## src/rtl/sftx_pkg.sv

```systemverilog
package sftx_pkg;

  // Total bit periods in one frame: marker + payload + gap.
  function automatic int frame_len(input int data_w, input int gap_bits);
    return 1 + data_w + gap_bits;
  endfunction

  // Width needed to hold values 0..n-1 (at least 1 bit).
  function automatic int idx_w(input int n);
    return (n > 1) ? $clog2(n) : 1;
  endfunction

endpackage

```

## src/rtl/sftx_rst_sync.sv

```systemverilog
module sftx_rst_sync #(
  parameter int STAGES = 2
) (
  input  logic clk,
  input  logic rst_n_in,
  output logic rst_n_out
);

  logic [STAGES-1:0] chain_q;
  logic [STAGES-1:0] chain_d;

  always_comb begin
    chain_d = {chain_q[STAGES-2:0], 1'b1};
  end

  always_ff @(posedge clk or negedge rst_n_in) begin
    if (!rst_n_in) chain_q <= '0;
    else           chain_q <= chain_d;
  end

  assign rst_n_out = chain_q[STAGES-1];

endmodule

```

## src/rtl/sftx_bit_timer.sv

```systemverilog
module sftx_bit_timer
  import sftx_pkg::*;
#(
  parameter int CLKS_PER_BIT = 4
) (
  input  logic clk,
  input  logic rst_n,
  output logic bit_tick
);

  localparam int CW = idx_w(CLKS_PER_BIT);

  generate
    if (CLKS_PER_BIT == 1) begin : g_every_clk
      assign bit_tick = 1'b1;
    end else begin : g_divider
      localparam logic [CW-1:0] TOP = CW'(CLKS_PER_BIT - 1);
      logic [CW-1:0] cnt_q;
      logic [CW-1:0] cnt_d;
      logic          at_top;

      always_comb begin
        at_top = (cnt_q == TOP);
        cnt_d  = at_top ? '0 : cnt_q + 1'b1;
      end

      always_ff @(posedge clk or negedge rst_n) begin
        if (!rst_n) cnt_q <= '0;
        else        cnt_q <= cnt_d;
      end

      assign bit_tick = at_top;

      // the divider never leaves its range, so the bit period stays fixed
      p_div_range_r6: assert property (@(posedge clk) disable iff (!rst_n)
        cnt_q <= TOP);
      // a tick is always followed by a restart of the count
      p_div_restart_r6: assert property (@(posedge clk) disable iff (!rst_n)
        bit_tick |=> (cnt_q == '0));
    end
  endgenerate

endmodule

```

## src/rtl/sftx_frame_seq.sv

```systemverilog
module sftx_frame_seq
  import sftx_pkg::*;
#(
  parameter int DATA_W   = 16,
  parameter int GAP_BITS = 3
) (
  input  logic                                        clk,
  input  logic                                        rst_n,
  input  logic                                        bit_tick,
  output logic                                        load_now,
  output logic [idx_w(frame_len(DATA_W, GAP_BITS))-1:0] pos_q
);

  localparam int FRAME_BITS = frame_len(DATA_W, GAP_BITS);
  localparam int PW         = idx_w(FRAME_BITS);
  localparam logic [PW-1:0] LAST = PW'(FRAME_BITS - 1);

  logic [PW-1:0] pos_d;
  logic          at_last;

  always_comb begin
    at_last  = (pos_q == LAST);
    load_now = bit_tick & at_last;
    pos_d    = pos_q;
    if (bit_tick) pos_d = at_last ? '0 : pos_q + 1'b1;
  end

  // Reset parks the position at the last gap slot so the first tick loads.
  always_ff @(posedge clk or negedge rst_n) begin
    if (!rst_n) pos_q <= LAST;
    else        pos_q <= pos_d;
  end

  // the position only moves on a bit tick
  p_pos_hold_r6: assert property (@(posedge clk) disable iff (!rst_n)
    !bit_tick |=> $stable(pos_q));
  // every load opens the frame at position zero (the marker slot)
  p_load_opens_r3: assert property (@(posedge clk) disable iff (!rst_n)
    load_now |=> (pos_q == '0));
  // the position stays within one frame
  p_pos_range_r6: assert property (@(posedge clk) disable iff (!rst_n)
    pos_q <= LAST);

endmodule

```

## src/rtl/sftx_shifter.sv

```systemverilog
module sftx_shifter #(
  parameter int DATA_W = 16
) (
  input  logic              clk,
  input  logic              rst_n,
  input  logic              bit_tick,
  input  logic              load_now,
  input  logic [DATA_W-1:0] word_in,
  output logic              line_bit,
  output logic              load_strobe
);

  localparam int SW = DATA_W + 1;

  logic [SW-1:0] sh_q;
  logic [SW-1:0] sh_d;
  logic          strobe_q;

  always_comb begin
    sh_d = sh_q;
    if (load_now)      sh_d = {word_in, 1'b1};
    else if (bit_tick) sh_d = {1'b0, sh_q[SW-1:1]};
  end

  always_ff @(posedge clk or negedge rst_n) begin
    if (!rst_n) begin
      sh_q     <= '0;
      strobe_q <= 1'b0;
    end else begin
      sh_q     <= sh_d;
      strobe_q <= load_now;
    end
  end

  assign line_bit    = sh_q[0];
  assign load_strobe = strobe_q;

  // with no tick and no load the register contents do not move
  p_hold_between_ticks_r7: assert property (@(posedge clk) disable iff (!rst_n)
    (!bit_tick && !load_now) |=> $stable(sh_q));
  // the first cycle of a frame shows the marker
  p_marker_first_r3: assert property (@(posedge clk) disable iff (!rst_n)
    load_strobe |-> line_bit);

endmodule

```

## src/rtl/sframe_tx.sv

```systemverilog
module sframe_tx
  import sftx_pkg::*;
#(
  parameter int DATA_W       = 16,
  parameter int CLKS_PER_BIT = 4,
  parameter int GAP_BITS     = 3
) (
  input  logic              clk,
  input  logic              rst_n,
  input  logic [DATA_W-1:0] data_in,
  output logic              ser_out,
  output logic              frame_start
);

  localparam int FRAME_BITS = frame_len(DATA_W, GAP_BITS);
  localparam int PW         = idx_w(FRAME_BITS);
  localparam logic [PW-1:0] LAST_DATA = PW'(DATA_W);

  logic          rst_n_s;
  logic          bit_tick;
  logic          load_now;
  logic [PW-1:0] pos_q;

  generate
    if (GAP_BITS < 2) begin : g_bad_gap
      $error("GAP_BITS must be at least 2");
    end
  endgenerate

  sftx_rst_sync #(.STAGES(2)) u_rst (
    .clk       (clk),
    .rst_n_in  (rst_n),
    .rst_n_out (rst_n_s)
  );

  sftx_bit_timer #(.CLKS_PER_BIT(CLKS_PER_BIT)) u_timer (
    .clk      (clk),
    .rst_n    (rst_n_s),
    .bit_tick (bit_tick)
  );

  sftx_frame_seq #(.DATA_W(DATA_W), .GAP_BITS(GAP_BITS)) u_seq (
    .clk      (clk),
    .rst_n    (rst_n_s),
    .bit_tick (bit_tick),
    .load_now (load_now),
    .pos_q    (pos_q)
  );

  sftx_shifter #(.DATA_W(DATA_W)) u_shift (
    .clk         (clk),
    .rst_n       (rst_n_s),
    .bit_tick    (bit_tick),
    .load_now    (load_now),
    .word_in     (data_in),
    .line_bit    (ser_out),
    .load_strobe (frame_start)
  );

  // once the payload has gone out the line is low for the whole gap
  p_gap_low_r5: assert property (@(posedge clk) disable iff (!rst_n_s)
    (pos_q > LAST_DATA) |-> !ser_out);
  // the frame strobe is a single-cycle pulse
  p_strobe_single_r6: assert property (@(posedge clk) disable iff (!rst_n_s)
    frame_start |=> !frame_start);
  // the strobe only appears at the marker slot
  p_strobe_at_marker_r3: assert property (@(posedge clk) disable iff (!rst_n_s)
    frame_start |-> (pos_q == '0));

endmodule

```

## config.mk

```make
export PLATFORM = sky130hd
export DESIGN_NAME = sframe_tx
export DESIGN_NICKNAME = d
export VERILOG_FILES = /design/src/rtl/sftx_pkg.sv /design/src/rtl/sftx_rst_sync.sv /design/src/rtl/sftx_bit_timer.sv /design/src/rtl/sftx_frame_seq.sv /design/src/rtl/sftx_shifter.sv /design/src/rtl/sframe_tx.sv
export SDC_FILE = /design/constraint.sdc
export NUM_CORES = 1
export LEC_CHECK = 0
export ABC_AREA = 1
export BUFFER_PORTS_ARGS = -buffer_cell sky130_fd_sc_hd__buf_2
export CAP_MARGIN = 20
export CORE_MARGIN = 3
export CORE_UTILIZATION = 45
export DETAILED_ROUTE_END_ITERATION = 10
export GPL_TIMING_DRIVEN = 1
export PLACE_DENSITY_LB_ADDON = 0.05
export SLEW_MARGIN = 15
export SYNTH_ARGS = -nofsm -noshare
export SYNTH_HDL_FRONTEND = slang
export SYNTH_HIERARCHICAL = 1
export SYNTH_SLANG_ARGS = --single-unit
export TNS_END_PERCENT = 20
```

## constraint.sdc

```tcl
create_clock -name clk -period 0.85 [get_ports clk]
set_input_delay 0.0425 -clock clk [delete_from_list [all_inputs] [get_ports clk]]
set_output_delay 0.0425 -clock clk [all_outputs]
set_load 0.02 [all_outputs]
```

* Word level (Yosys, flattened, before mapping)
Cells that the tools add are included.
** Word-level totals
- Bits of input ports :: 18
- Register bits after elaboration :: 27
- Word-level logic and storage cells :: 15
** Operators by class
- Eq/ne operators :: 2
- Multiplexer cells :: 4
- Bitwise logic cells :: 1
- Reduce and logical (&&, ||, !) cells :: 1
- Add/subtract/negate cells :: 2
** Operator list (count)
- 17-bit 2-to-1 mux :: 2
- 5-bit by 1-bit adder with 5-bit output (second input constant) :: 1
- 5-bit == test (second input constant) :: 1
- 5-bit 2-to-1 mux :: 1
- 2-bit by 1-bit adder with 2-bit output (second input constant) :: 1
- 2-bit == test (second input constant) :: 1
- 2-bit 2-to-1 mux :: 1
- 2-bit nonzero test :: 1
- 1-bit bitwise AND :: 1

* Logic depth before layout (Yosys ltp)
Gate-level depths: netlist of run 1.
- Word-level depth :: 3
- Gate-level depth with buffers :: 8
- Depth with buffers taken out :: 6

* Hierarchy
Netlist of run 1, hierarchy kept.
** Modules (own cells, without submodules)
- sftx_shifter :: times used 1, cells each 92, area an instance 822.0 µm², sequential area each 450.4 µm²
- sftx_frame_seq :: times used 1, cells each 26, area an instance 255.2 µm², sequential area each 128.9 µm²
- sftx_bit_timer :: times used 1, cells each 4, area an instance 66.3 µm², sequential area each 50.0 µm²
- sftx_rst_sync :: times used 1, cells each 3, area an instance 53.8 µm², sequential area each 50.0 µm²

* Worst setup path after synthesis of run 1
No wires, ideal clock.
- Path kind :: flip-flop to flip-flop
- Start point :: register u_seq.pos_q[0]
- End point :: register u_shift.sh_q[4]
- Setup slack :: -0.763 ns
- Data required time :: 0.726 ns
- Path buffers :: 2
- Cell stages (with the launch flop) :: 9
- Library setup time :: 0.124 ns
- Clock period less this slack :: 1.613 ns
- Arrival :: 1.488 ns
- Path through :: dfstp_2 ha_1 nand2_2 nor3_4 buf_6 inv_2 buf_6 nand3_1 nand3_1
** On the way
- Longest elaborated chain between the ends :: 3
- Elaborated cells on any way between the ends :: 4
- Those cells by class :: eq/ne: 1; mux: 1; bitwise: 1; reduce/logical: 1
** Ends and longest elaborated chain
- start, declared :: line sftx_frame_seq.sv:11 : output logic [idx_w(frame_len(DATA_W, GAP_BITS))-1:0] pos_q
- start signal, assigned :: line sftx_frame_seq.sv:31 : else pos_q <= pos_d;
- 5-bit == test * :: line sftx_frame_seq.sv:22 : at_last = (pos_q == LAST);
- 1-bit bitwise AND * :: line sftx_frame_seq.sv:23 : load_now = bit_tick & at_last;
- named net load_now :: line sframe_tx.sv:21 : logic load_now;
- 17-bit 2-to-1 mux / 2-bit nonzero test (equally long branches)
- end signal, assigned :: line sftx_shifter.sv:27 : sh_q <= '0;
- end signal, assigned :: line sftx_shifter.sv:30 : sh_q <= sh_d;
- end, declared :: line sftx_shifter.sv:15 : logic [SW-1:0] sh_q;
Mark *: on every way through the listed nets, which the timed path passes. The rest lies on a longest branch.
A chain may end at the register's enable or synchronous reset.

* Final worst setup path of run 1
- Start point :: register u_seq.pos_q[1]
- End point :: register u_shift.sh_q[7]
Same word-level chain as after synthesis.

==> report_table.html, run 1 <==
<table>
<tr><th>Metric</th><th>Value</th></tr>
<tr><th colspan="2">Critical path</th></tr>
<tr><td>Critical Path Slowest Stage Cell</td><td>sky130_fd_sc_hd__dfstp_2</td></tr>
<tr><td>Reg2Reg Launch Point</td><td>u_seq/pos_q[1]</td></tr>
<tr><td>Cell chain of the critical path</td><td>ha_4 -&gt; nand2_4 -&gt; nor3_4 -&gt; buf_12 -&gt; nor2_8 -&gt; nand2_1 -&gt; nand3_1</td></tr>
<tr><td>Crit path largest cell delay</td><td>0.58 ns</td></tr>
<tr><td>Biggest fanout along the worst timing path</td><td>17</td></tr>
<tr><td>Data required, critical path</td><td>1.07 ns</td></tr>
<tr><td>CP Launch Point</td><td>u_seq/pos_q[1]</td></tr>
<tr><td>CP startpoint kind</td><td>flip-flop</td></tr>
<tr><td>Class of the most critical setup path</td><td>reg2reg</td></tr>
<tr><td>Element type at the critical path end</td><td>flip-flop</td></tr>
<tr><td>Worst EP arrival</td><td>1.65 ns</td></tr>
<tr><th colspan="2">Clock network</th></tr>
<tr><td>CTS sink count</td><td>27</td></tr>
<tr><td>Clock network latency to the later pin of the worst-skew pair</td><td>0.32 ns</td></tr>
<tr><td>H-tree lvl count</td><td>1</td></tr>
<tr><td>Inserted Clock Buffers</td><td>3</td></tr>
<tr><td>TritonCTS clock tree</td><td>built</td></tr>
<tr><td>Buffers inserted during post-CTS setup optimization</td><td>0</td></tr>
<tr><td>Root cell of the clock tree</td><td>sky130_fd_sc_hd__clkbuf_4</td></tr>
<tr><td>Clock-pin slew reported for the worst setup and hold paths after clock tree synthesis</td><td>0.14 ns</td></tr>
<tr><td>Buffer levels on the longest clock path</td><td>2</td></tr>
<tr><th colspan="2">Place</th></tr>
<tr><td>Estimated wirelength of the detail-placed design</td><td>around 1700 microns</td></tr>
<tr><td>Worst slack, placed</td><td>-0.574 ns</td></tr>
<tr><td>Final weighted congestion in routability-driven placement</td><td>between 0.7 and 0.8</td></tr>
<tr><td>Count of input and output buffers</td><td>19</td></tr>
<tr><th colspan="2">STA</th></tr>
<tr><td>RSZ-0062 raised after global routing</td><td>true</td></tr>
<tr><td>TNS Setup</td><td>-12.37 ns</td></tr>
<tr><td>Number of endpoints with negative hold slack in the final report</td><td>0</td></tr>
<tr><td>Least setup slack across all paths after layout</td><td>-0.581 ns</td></tr>
<tr><td>Highest attainable clock frequency</td><td>~0.70 GHz</td></tr>
<tr><td>Final worst path period need</td><td>1.43 ns</td></tr>
<tr><td>Max Clock Skew</td><td>0.00240 ns</td></tr>
<tr><td>Tcrit/Tclk final</td><td>168%</td></tr>
<tr><td>Count of pins over their slew limit</td><td>0</td></tr>
<tr><td>Fin Hold WS</td><td>0.176 ns</td></tr>
<tr><td>Total of endpoints with negative setup slack in the final report</td><td>26</td></tr>
<tr><th colspan="2">Pwr</th></tr>
<tr><td>Combinational Power Share</td><td>under 10%</td></tr>
<tr><td>Internal portion of total power</td><td>around 1.6 mW</td></tr>
<tr><td>P_sw</td><td>~420 uW</td></tr>
<tr><td>Power density cells</td><td>1170 nW/um^2</td></tr>
<tr><td>Sequential fraction of design power</td><td>65.5%</td></tr>
<tr><td>Max VDD drop</td><td>0.803 mV</td></tr>
<tr><td>Clock share of power</td><td>27.9%</td></tr>
<tr><td>Switching Fraction</td><td>21.2%</td></tr>
<tr><td>Pleak</td><td>0.851 nW</td></tr>
<tr><th colspan="2">Yosys</th></tr>
<tr><td>Post-Synthesis Mean Instance Area</td><td>9.58 sq um</td></tr>
<tr><td>Register area share after synthesis</td><td>56.7%</td></tr>
<tr><td>Netlist area before placement</td><td>1200 sq um</td></tr>
<tr><td>Synth unique cells</td><td>21</td></tr>
<tr><td>Flops &amp; latches, synth</td><td>27</td></tr>
<tr><td>Synth Net Count</td><td>around 150</td></tr>
<tr><td>Number of instances in the synthesized netlist</td><td>125</td></tr>
<tr><td>Yosys synthesis warning count</td><td>6</td></tr>
<tr><th colspan="2">Drt</th></tr>
<tr><td>Remaining routing DRC violations</td><td>0</td></tr>
<tr><td>Detailed Route WL</td><td>between 2000 and 2500 microns</td></tr>
<tr><td>Remaining antenna violation count after routing</td><td>0</td></tr>
<tr><td>Number of vias per cell</td><td>4.84</td></tr>
<tr><td>Violation count after the first detailed-route iteration</td><td>36</td></tr>
<tr><td>Wire length per cell</td><td>11.6 microns</td></tr>
<tr><td>Vias</td><td>988</td></tr>
<tr><td>First-pass DRT Iterations</td><td>4</td></tr>
<tr><th colspan="2">Cells and area</th></tr>
<tr><td>Layout cell share with drive strength beyond 1</td><td>32.8%</td></tr>
<tr><td>Area growth, synth to finish</td><td>41.0%</td></tr>
<tr><td>Number of inserted filler cells in the final layout</td><td>184</td></tr>
<tr><td>Antenna diode count</td><td>0</td></tr>
<tr><td>Most common cell after layout, fill and taps aside</td><td>sky130_fd_sc_hd__nand2_1</td></tr>
<tr><td>Net count, final</td><td>195</td></tr>
<tr><td>Most frequent cells in the layout</td><td>41 x sky130_fd_sc_hd__nand2_1, 24 x sky130_fd_sc_hd__dfrtp_1, 19 x sky130_fd_sc_hd__buf_2, 19 x sky130_fd_sc_hd__nand3_1, 18 x sky130_fd_sc_hd__dlygate4sd3_1</td></tr>
<tr><th colspan="2">GRT</th></tr>
<tr><td>Number of antenna violations at the first check in global routing</td><td>0</td></tr>
<tr><td>Maximum number of pins on one net before global-route repair</td><td>18</td></tr>
<tr><td>Global-route wire length before repair</td><td>4050 microns</td></tr>
<tr><td>Total congestion overflow</td><td>0</td></tr>
<tr><td>Via count of the first global-routing pass</td><td>977</td></tr>
<tr><td>Global-route total usage across every layer</td><td>between 10% and 20%</td></tr>
<tr><th colspan="2">Status</th></tr>
<tr><td>Outcome</td><td>finished with violations</td></tr>
<tr><td>Violations in the final reports</td><td>setup timing</td></tr>
<tr><th colspan="2">Run</th></tr>
<tr><td>Max-cap viol count</td><td>0</td></tr>
<tr><th colspan="2">Die</th></tr>
<tr><td>Horizontal die dimension</td><td>between 50 and 60 microns</td></tr>
<tr><td>Effective utilization at floorplan</td><td>between 40% and 50%</td></tr>
<tr><td>Number of core rows</td><td>18</td></tr>
<tr><td>Die height</td><td>57.6 microns</td></tr>
<tr><td>Area of the die</td><td>approximately 3300 sq um</td></tr>
<tr><td>Number of ports placed on the die boundary</td><td>20</td></tr>
<tr><td>Floorplan core area</td><td>2500 sq um</td></tr>
<tr><th colspan="2">Worst hold path</th></tr>
<tr><td>Worst hold-check path type</td><td>reg2async</td></tr>
</table>
## critical path, delay by kind of cell, from the launching register on
kind	cells	cell delay, ns
adders and majority gates	1	0.14
buffers and inverters	1	0.16
DFF	1	0.58
and+or+nand+nor	5	0.45
## cells in the mapped netlist
cell type,n,area [sq um]
sky130_fd_sc_hd__nand2_1,41,154
sky130_fd_sc_hd__buf_2,1,5.00
sky130_fd_sc_hd__dfrtp_1,24,601
sky130_fd_sc_hd__nor3_4,1,16.3
sky130_fd_sc_hd__nor2_1,6,22.5
sky130_fd_sc_hd__xor2_1,2,17.5
sky130_fd_sc_hd__dfstp_2,3,78.8
sky130_fd_sc_hd__o21ai_1,1,5.00
sky130_fd_sc_hd__xnor2_1,1,8.76
sky130_fd_sc_hd__conb_1,1,3.75
sky130_fd_sc_hd__mux2_2,1,11.3
sky130_fd_sc_hd__buf_6,3,33.8
sky130_fd_sc_hd__ha_1,2,25.0
sky130_fd_sc_hd__inv_1,2,7.51
sky130_fd_sc_hd__inv_2,1,3.75
sky130_fd_sc_hd__buf_4,1,7.51
sky130_fd_sc_hd__a21oi_1,1,5.00
sky130_fd_sc_hd__nor2_8,1,20.0
sky130_fd_sc_hd__nand2_2,1,6.26
sky130_fd_sc_hd__buf_8,1,15.0
sky130_fd_sc_hd__nand3_1,30,150
## state kept, by name (all words and copies together) (netlist names)
register                 count
u_shift/sh_q                17
u_rst/chain_q                2
u_shift/load_strobe          1
u_seq/pos_q                  5
u_timer/g_divider.cnt_q      2
## cells by family (layout without fill, tap and decap cells)
logic type | Yosys count | after routing | share of synthesized area, %
multiplexers | 1 | 1 | 0.940
flip-flops | 27 | 27 | 56.7
XOR/XNOR | 3 | 3 | 2.19
other | 1 | 1 | 0.313
adder cells (fa/ha/maj) | 2 | 2 | 2.09
AND/OR/NAND/NOR | 80 | 80 | 30.8
buffers and inverters | 9 | 58 | 6.06
AO/OA/AOI/OAI | 2 | 2 | 0.835
## what timing repair did
action	in CTS	in global routing
hold buffers	18	0
endpoints found under the setup margin	26	26
hold endpoints to repair	18	0
resized for setup	1	2
## power by group through the flow
stage	Sequential (mW)	Combinational, mW	Clock (mW)
after floorplan	1.33	0.000434	0
after global placement	1.32	0.0677	0
after detailed placement	1.32	0.0701	0
after CTS	1.29	0.133	0.583
after global routing	1.29	0.147	0.625
final	1.29	0.130	0.549
## layout make-up
type                    instances  area (sq um)  share of cell area (%)
clock buffers                   3          22.5                    1.33
clock inverters                 1          5.00                   0.297
inverters                       3          16.3                   0.964
multi-input cells              89           518                    30.7
flip-flops and latches         27           679                    40.3
well taps                      30          37.5                    2.22
repair buffers                 51           409                    24.2
## through the flow
stage / std cells / area, sq um / utilization, % / total power [mW]
floorplan: 125 / 1270 / - / 1.33
global placement: 182 / 1470 / 58.8 / 1.38
detailed placement: 182 / 1470 / 58.8 / 1.39
CTS: 204 / 1680 / 67.2 / 2.01
global route: 204 / 1690 / 67.5 / 2.07
finish: 204 / 1690 / 67.5 / 1.97
## final timing paths
path / endpoint / slack [ns] / cells after the start
max: u_shift/sh_q[7] / -0.58 / 7
min in group clk: u_rst/chain_q[1] / 0.37 / 0
max in group asynchronous: u_rst/chain_q[1] / 0.18 / 3
min: u_shift/sh_q[7] / 0.18 / 1
max reg2reg: u_shift/sh_q[7] / -0.58 / 7
min reg2reg: u_shift/sh_q[7] / 0.18 / 1
## routing by layer
layer / vias to the layer above / global-route usage, % / wire length (microns) / share of wire [%]
met4: 0 / 4.97 / 12 / 0.51
met5: - / 0 / 0 / 0
li1: 505 / - / - / -
met1: 463 / 20.1 / 1110 / 47
met3: 2 / 2.04 / 74 / 3.1
met2: 18 / 27.4 / 1180 / 49
Power figures use the tool's default switching activity.
==> run 2, diff against run 1 <==
clock period = 1.7 ns   (was 0.85 ns; I/O delays follow)
==> run 2 against run 1 <==
  * The flow now finishes without violations
  * Largest power group unchanged
  * Highest routed layer unchanged
  * Non-clock buffer count shrank 11
  * First-iteration DRC count decreased by 5.6%
  * Clock-buffer cell count is 1 higher
  * Combinational power fell by 56%
  * Power shrank 50%
  * Via count is 5.0% lower
  * Sequential power decreased by 50%
  * Die area unchanged
  * Hold slack lost 0.11 ns
  * Clock power down 50%
  * Critical path depth did not move
  * Clock skew grew 0.0086 ns
  * Critical path type unchanged
==> report_table.html, run 2 (same netlist as run 1, synthesis figures left out) <==
<table>
<tr><th>Metric</th><th>Value</th></tr>
<tr><th colspan="2">STA</th></tr>
<tr><td>Least setup slack across all paths after layout</td><td>0.105 ns (+0.686 ns)</td></tr>
<tr><td>TNS Setup</td><td>0 ns (+12.37 ns)</td></tr>
<tr><td>Tcrit/Tclk final</td><td>93.8% (-74 points)</td></tr>
<tr><td>Count of pins over their slew limit</td><td>0 (unchanged)</td></tr>
<tr><td>Final worst path period need</td><td>1.59 ns (+0.164 ns)</td></tr>
<tr><td>Max Clock Skew</td><td>0.0110 ns (+0.00858 ns)</td></tr>
<tr><td>Highest attainable clock frequency</td><td>0.627 GHz (-10%)</td></tr>
<tr><td>Number of endpoints with negative hold slack in the final report</td><td>0 (unchanged)</td></tr>
<tr><td>Total of endpoints with negative setup slack in the final report</td><td>0 (-100%)</td></tr>
<tr><td>RSZ-0062 raised after global routing</td><td>false</td></tr>
<tr><th colspan="2">Die</th></tr>
<tr><td>Number of ports placed on the die boundary</td><td>20 (unchanged)</td></tr>
<tr><td>Die height</td><td>57.6 microns (unchanged)</td></tr>
<tr><td>Area of the die</td><td>3320 sq um (unchanged)</td></tr>
<tr><td>Floorplan core area</td><td>2500 sq um (unchanged)</td></tr>
<tr><td>Effective utilization at floorplan</td><td>47.9% (unchanged)</td></tr>
<tr><td>Horizontal die dimension</td><td>57.6 microns (unchanged)</td></tr>
<tr><td>Number of core rows</td><td>18 (unchanged)</td></tr>
<tr><th colspan="2">Clock network</th></tr>
<tr><td>CTS sink count</td><td>27 (unchanged)</td></tr>
<tr><td>Resized Gates After CTS</td><td>0 (-1)</td></tr>
<tr><td>H-tree lvl count</td><td>1 (unchanged)</td></tr>
<tr><td>Inserted Clock Buffers</td><td>3 (unchanged)</td></tr>
<tr><td>Clock-pin slew reported for the worst setup and hold paths after clock tree synthesis</td><td>0.15 ns (about the same)</td></tr>
<tr><td>TritonCTS clock tree</td><td>built</td></tr>
<tr><td>Buffer levels on the longest clock path</td><td>2 (unchanged)</td></tr>
<tr><td>Root cell of the clock tree</td><td>sky130_fd_sc_hd__clkbuf_4</td></tr>
<tr><td>Clock network latency to the later pin of the worst-skew pair</td><td>0.32 ns (about the same)</td></tr>
<tr><th colspan="2">Critical path</th></tr>
<tr><td>Data required, critical path</td><td>1.92 ns (+0.85 ns)</td></tr>
<tr><td>Worst reg-to-reg path cell count</td><td>7 (unchanged)</td></tr>
<tr><td>Element type at the critical path end</td><td>flip-flop</td></tr>
<tr><td>Class of the most critical setup path</td><td>reg2reg</td></tr>
<tr><td>Worst reg2reg setup slack</td><td>0.11 ns (+0.69 ns)</td></tr>
<tr><td>Biggest fanout along the worst timing path</td><td>17 (unchanged)</td></tr>
<tr><td>CP startpoint kind</td><td>flip-flop</td></tr>
<tr><td>Worst EP arrival</td><td>1.82 ns (+0.17 ns)</td></tr>
<tr><td>Capturing point of the worst reg2reg path</td><td>u_shift/sh_q[2]</td></tr>
<tr><td>Reg2Reg Launch Point</td><td>u_seq/pos_q[0]</td></tr>
<tr><td>CP Launch Point</td><td>u_seq/pos_q[0]</td></tr>
<tr><th colspan="2">Cells and area</th></tr>
<tr><td>Area used by multi-input combinational logic</td><td>445 sq um (-14%)</td></tr>
<tr><td>Reg area</td><td>679 sq um (unchanged)</td></tr>
<tr><td>Number of inserted filler cells in the final layout</td><td>221 (+20%)</td></tr>
<tr><td>Most common cell after layout, fill and taps aside</td><td>sky130_fd_sc_hd__nand2_1</td></tr>
<tr><td>Largest registers in the final layout</td><td>u_shift/sh_q x17, u_seq/pos_q x5</td></tr>
<tr><td>Layout cell share with drive strength beyond 1</td><td>20.9% (-12 points)</td></tr>
<tr><td>Area growth, synth to finish</td><td>25.9%</td></tr>
<tr><td>Most frequent cells in the layout</td><td>41 x sky130_fd_sc_hd__nand2_1, 30 x sky130_fd_sc_hd__nand3_1, 24 x sky130_fd_sc_hd__dfrtp_1</td></tr>
<tr><td>Register containing the most flip-flops in the final layout</td><td>u_shift/sh_q</td></tr>
<tr><td>Antenna diode count</td><td>0 (unchanged)</td></tr>
<tr><td>Net count, final</td><td>184 (-5.6%)</td></tr>
<tr><td>Number of flip-flops under the largest register name</td><td>17 (unchanged)</td></tr>
<tr><th colspan="2">GRT</th></tr>
<tr><td>Global-route total usage across every layer</td><td>15.0% (-0.75 points)</td></tr>
<tr><td>Via count of the first global-routing pass</td><td>902 (-7.7%)</td></tr>
<tr><td>Global-route wire length before repair</td><td>3860 microns (-4.8%)</td></tr>
<tr><td>Maximum number of pins on one net before global-route repair</td><td>22 (+4)</td></tr>
<tr><td>Global routing met1 resource utilization</td><td>19.5% (-0.55 points)</td></tr>
<tr><td>Number of antenna violations at the first check in global routing</td><td>0 (unchanged)</td></tr>
<tr><td>Met2 capacity usage during global routing</td><td>25.0% (-2.4 points)</td></tr>
<tr><td>Total congestion overflow</td><td>0 (unchanged)</td></tr>
<tr><td>GR Layer Usage met3</td><td>2.04% (unchanged)</td></tr>
<tr><td>Busiest metal layer after global routing</td><td>met2</td></tr>
<tr><th colspan="2">Drt</th></tr>
<tr><td>Wire length per cell</td><td>12.0 microns (+2.9%)</td></tr>
<tr><td>Vias</td><td>939 (-5.0%)</td></tr>
<tr><td>First-pass DRT Iterations</td><td>4 (unchanged)</td></tr>
<tr><td>Remaining routing DRC violations</td><td>0 (unchanged)</td></tr>
<tr><td>Detailed Route WL</td><td>2310 microns (-2.7%)</td></tr>
<tr><td>Violation count after the first detailed-route iteration</td><td>34 (-5.6%)</td></tr>
<tr><td>Remaining antenna violation count after routing</td><td>0 (unchanged)</td></tr>
<tr><td>Number of vias per cell</td><td>4.87 (+0.46%)</td></tr>
<tr><th colspan="2">Pwr</th></tr>
<tr><td>Max VDD drop</td><td>0.368 mV (-54%)</td></tr>
<tr><td>Power density cells</td><td>652 nW/um^2 (-44%)</td></tr>
<tr><td>Tot Pwr</td><td>982 uW (-50%)</td></tr>
<tr><td>Pleak</td><td>0.768 nW (-9.7%)</td></tr>
<tr><th colspan="2">Status</th></tr>
<tr><td>Outcome</td><td>finished clean</td></tr>
<tr><th colspan="2">Place</th></tr>
<tr><td>Final weighted congestion in routability-driven placement</td><td>0.721 (-3.5%)</td></tr>
<tr><td>Worst slack, placed</td><td>0.0984 ns (+0.673 ns)</td></tr>
<tr><td>Estimated wirelength of the detail-placed design</td><td>1490 microns (-12%)</td></tr>
<tr><td>Count of input and output buffers</td><td>19 (unchanged)</td></tr>
<tr><th colspan="2">Run</th></tr>
<tr><td>Max-cap viol count</td><td>0 (unchanged)</td></tr>
<tr><th colspan="2">Worst hold path</th></tr>
<tr><td>Worst hold-check path type</td><td>in2async</td></tr>
</table>
[run 2: per-stage QoR]
stage               instances  utilization (%)  cell area (sq um)  hold slack (ns)
floorplan                 125                -               1200           -0.211
global placement          172             52.5               1310           -0.129
detailed placement        172             52.5               1310           -0.127
CTS                       193             60.3               1510           0.0452
global route              193             60.3               1510           0.0599
finish                    193             60.3               1510           0.0648
[run 2: worst max-delay path, cell delays in order (launching register included)]
cell and delay, ns:
sky130_fd_sc_hd__dfstp_2 0.58, sky130_fd_sc_hd__ha_1 0.16, sky130_fd_sc_hd__nand2_2 0.09, sky130_fd_sc_hd__nor3_4 0.26, sky130_fd_sc_hd__buf_12 0.18, sky130_fd_sc_hd__nor2_8 0.08, sky130_fd_sc_hd__nand2_1 0.09, sky130_fd_sc_hd__nand3_1 0.07
[run 2: per-layer routing]
layer | up-vias | routed length, microns
li1 | 479 | -
met1 | 440 | 1120
met2 | 18 | 1100
met3 | 2 | 71
met4 | 0 | 19
met5 | - | 0
[run 2: layout make-up]
class,instances,area share (%)
sequential,27,45.1
multi-input combinational,89,29.5
timing repair buffer,40,20.4
tap,30,2.49
clock buffer,4,1.74
inverter,3,0.747
[run 2: repair_timing]
item	CTS	global route
hold buffers	17	0
hold endpoints to repair	18	0
buffers inserted	0	0
[run 2: worst max path at each step]
stage,cells after the start,slack [ns],end
after floorplan,8,0.09,u_shift/sh_q[4]
after global placement,7,0.15,u_shift/sh_q[6]
after detailed placement,7,0.1,u_shift/sh_q[2]
after CTS,7,0.08,u_shift/sh_q[2]
after global routing,7,0.02,u_shift/sh_q[7]
final,7,0.11,u_shift/sh_q[2]
[run 2: where the power goes]
group | internal (mW) | leakage [nW] | total (mW) | switching (mW)
combinational | 0.0403 | 0.401 | 0.0572 | 0.0169
sequential | 0.645 | 0.352 | 0.650 | 0.00531
clock | 0.0917 | 0.0150 | 0.275 | 0.183
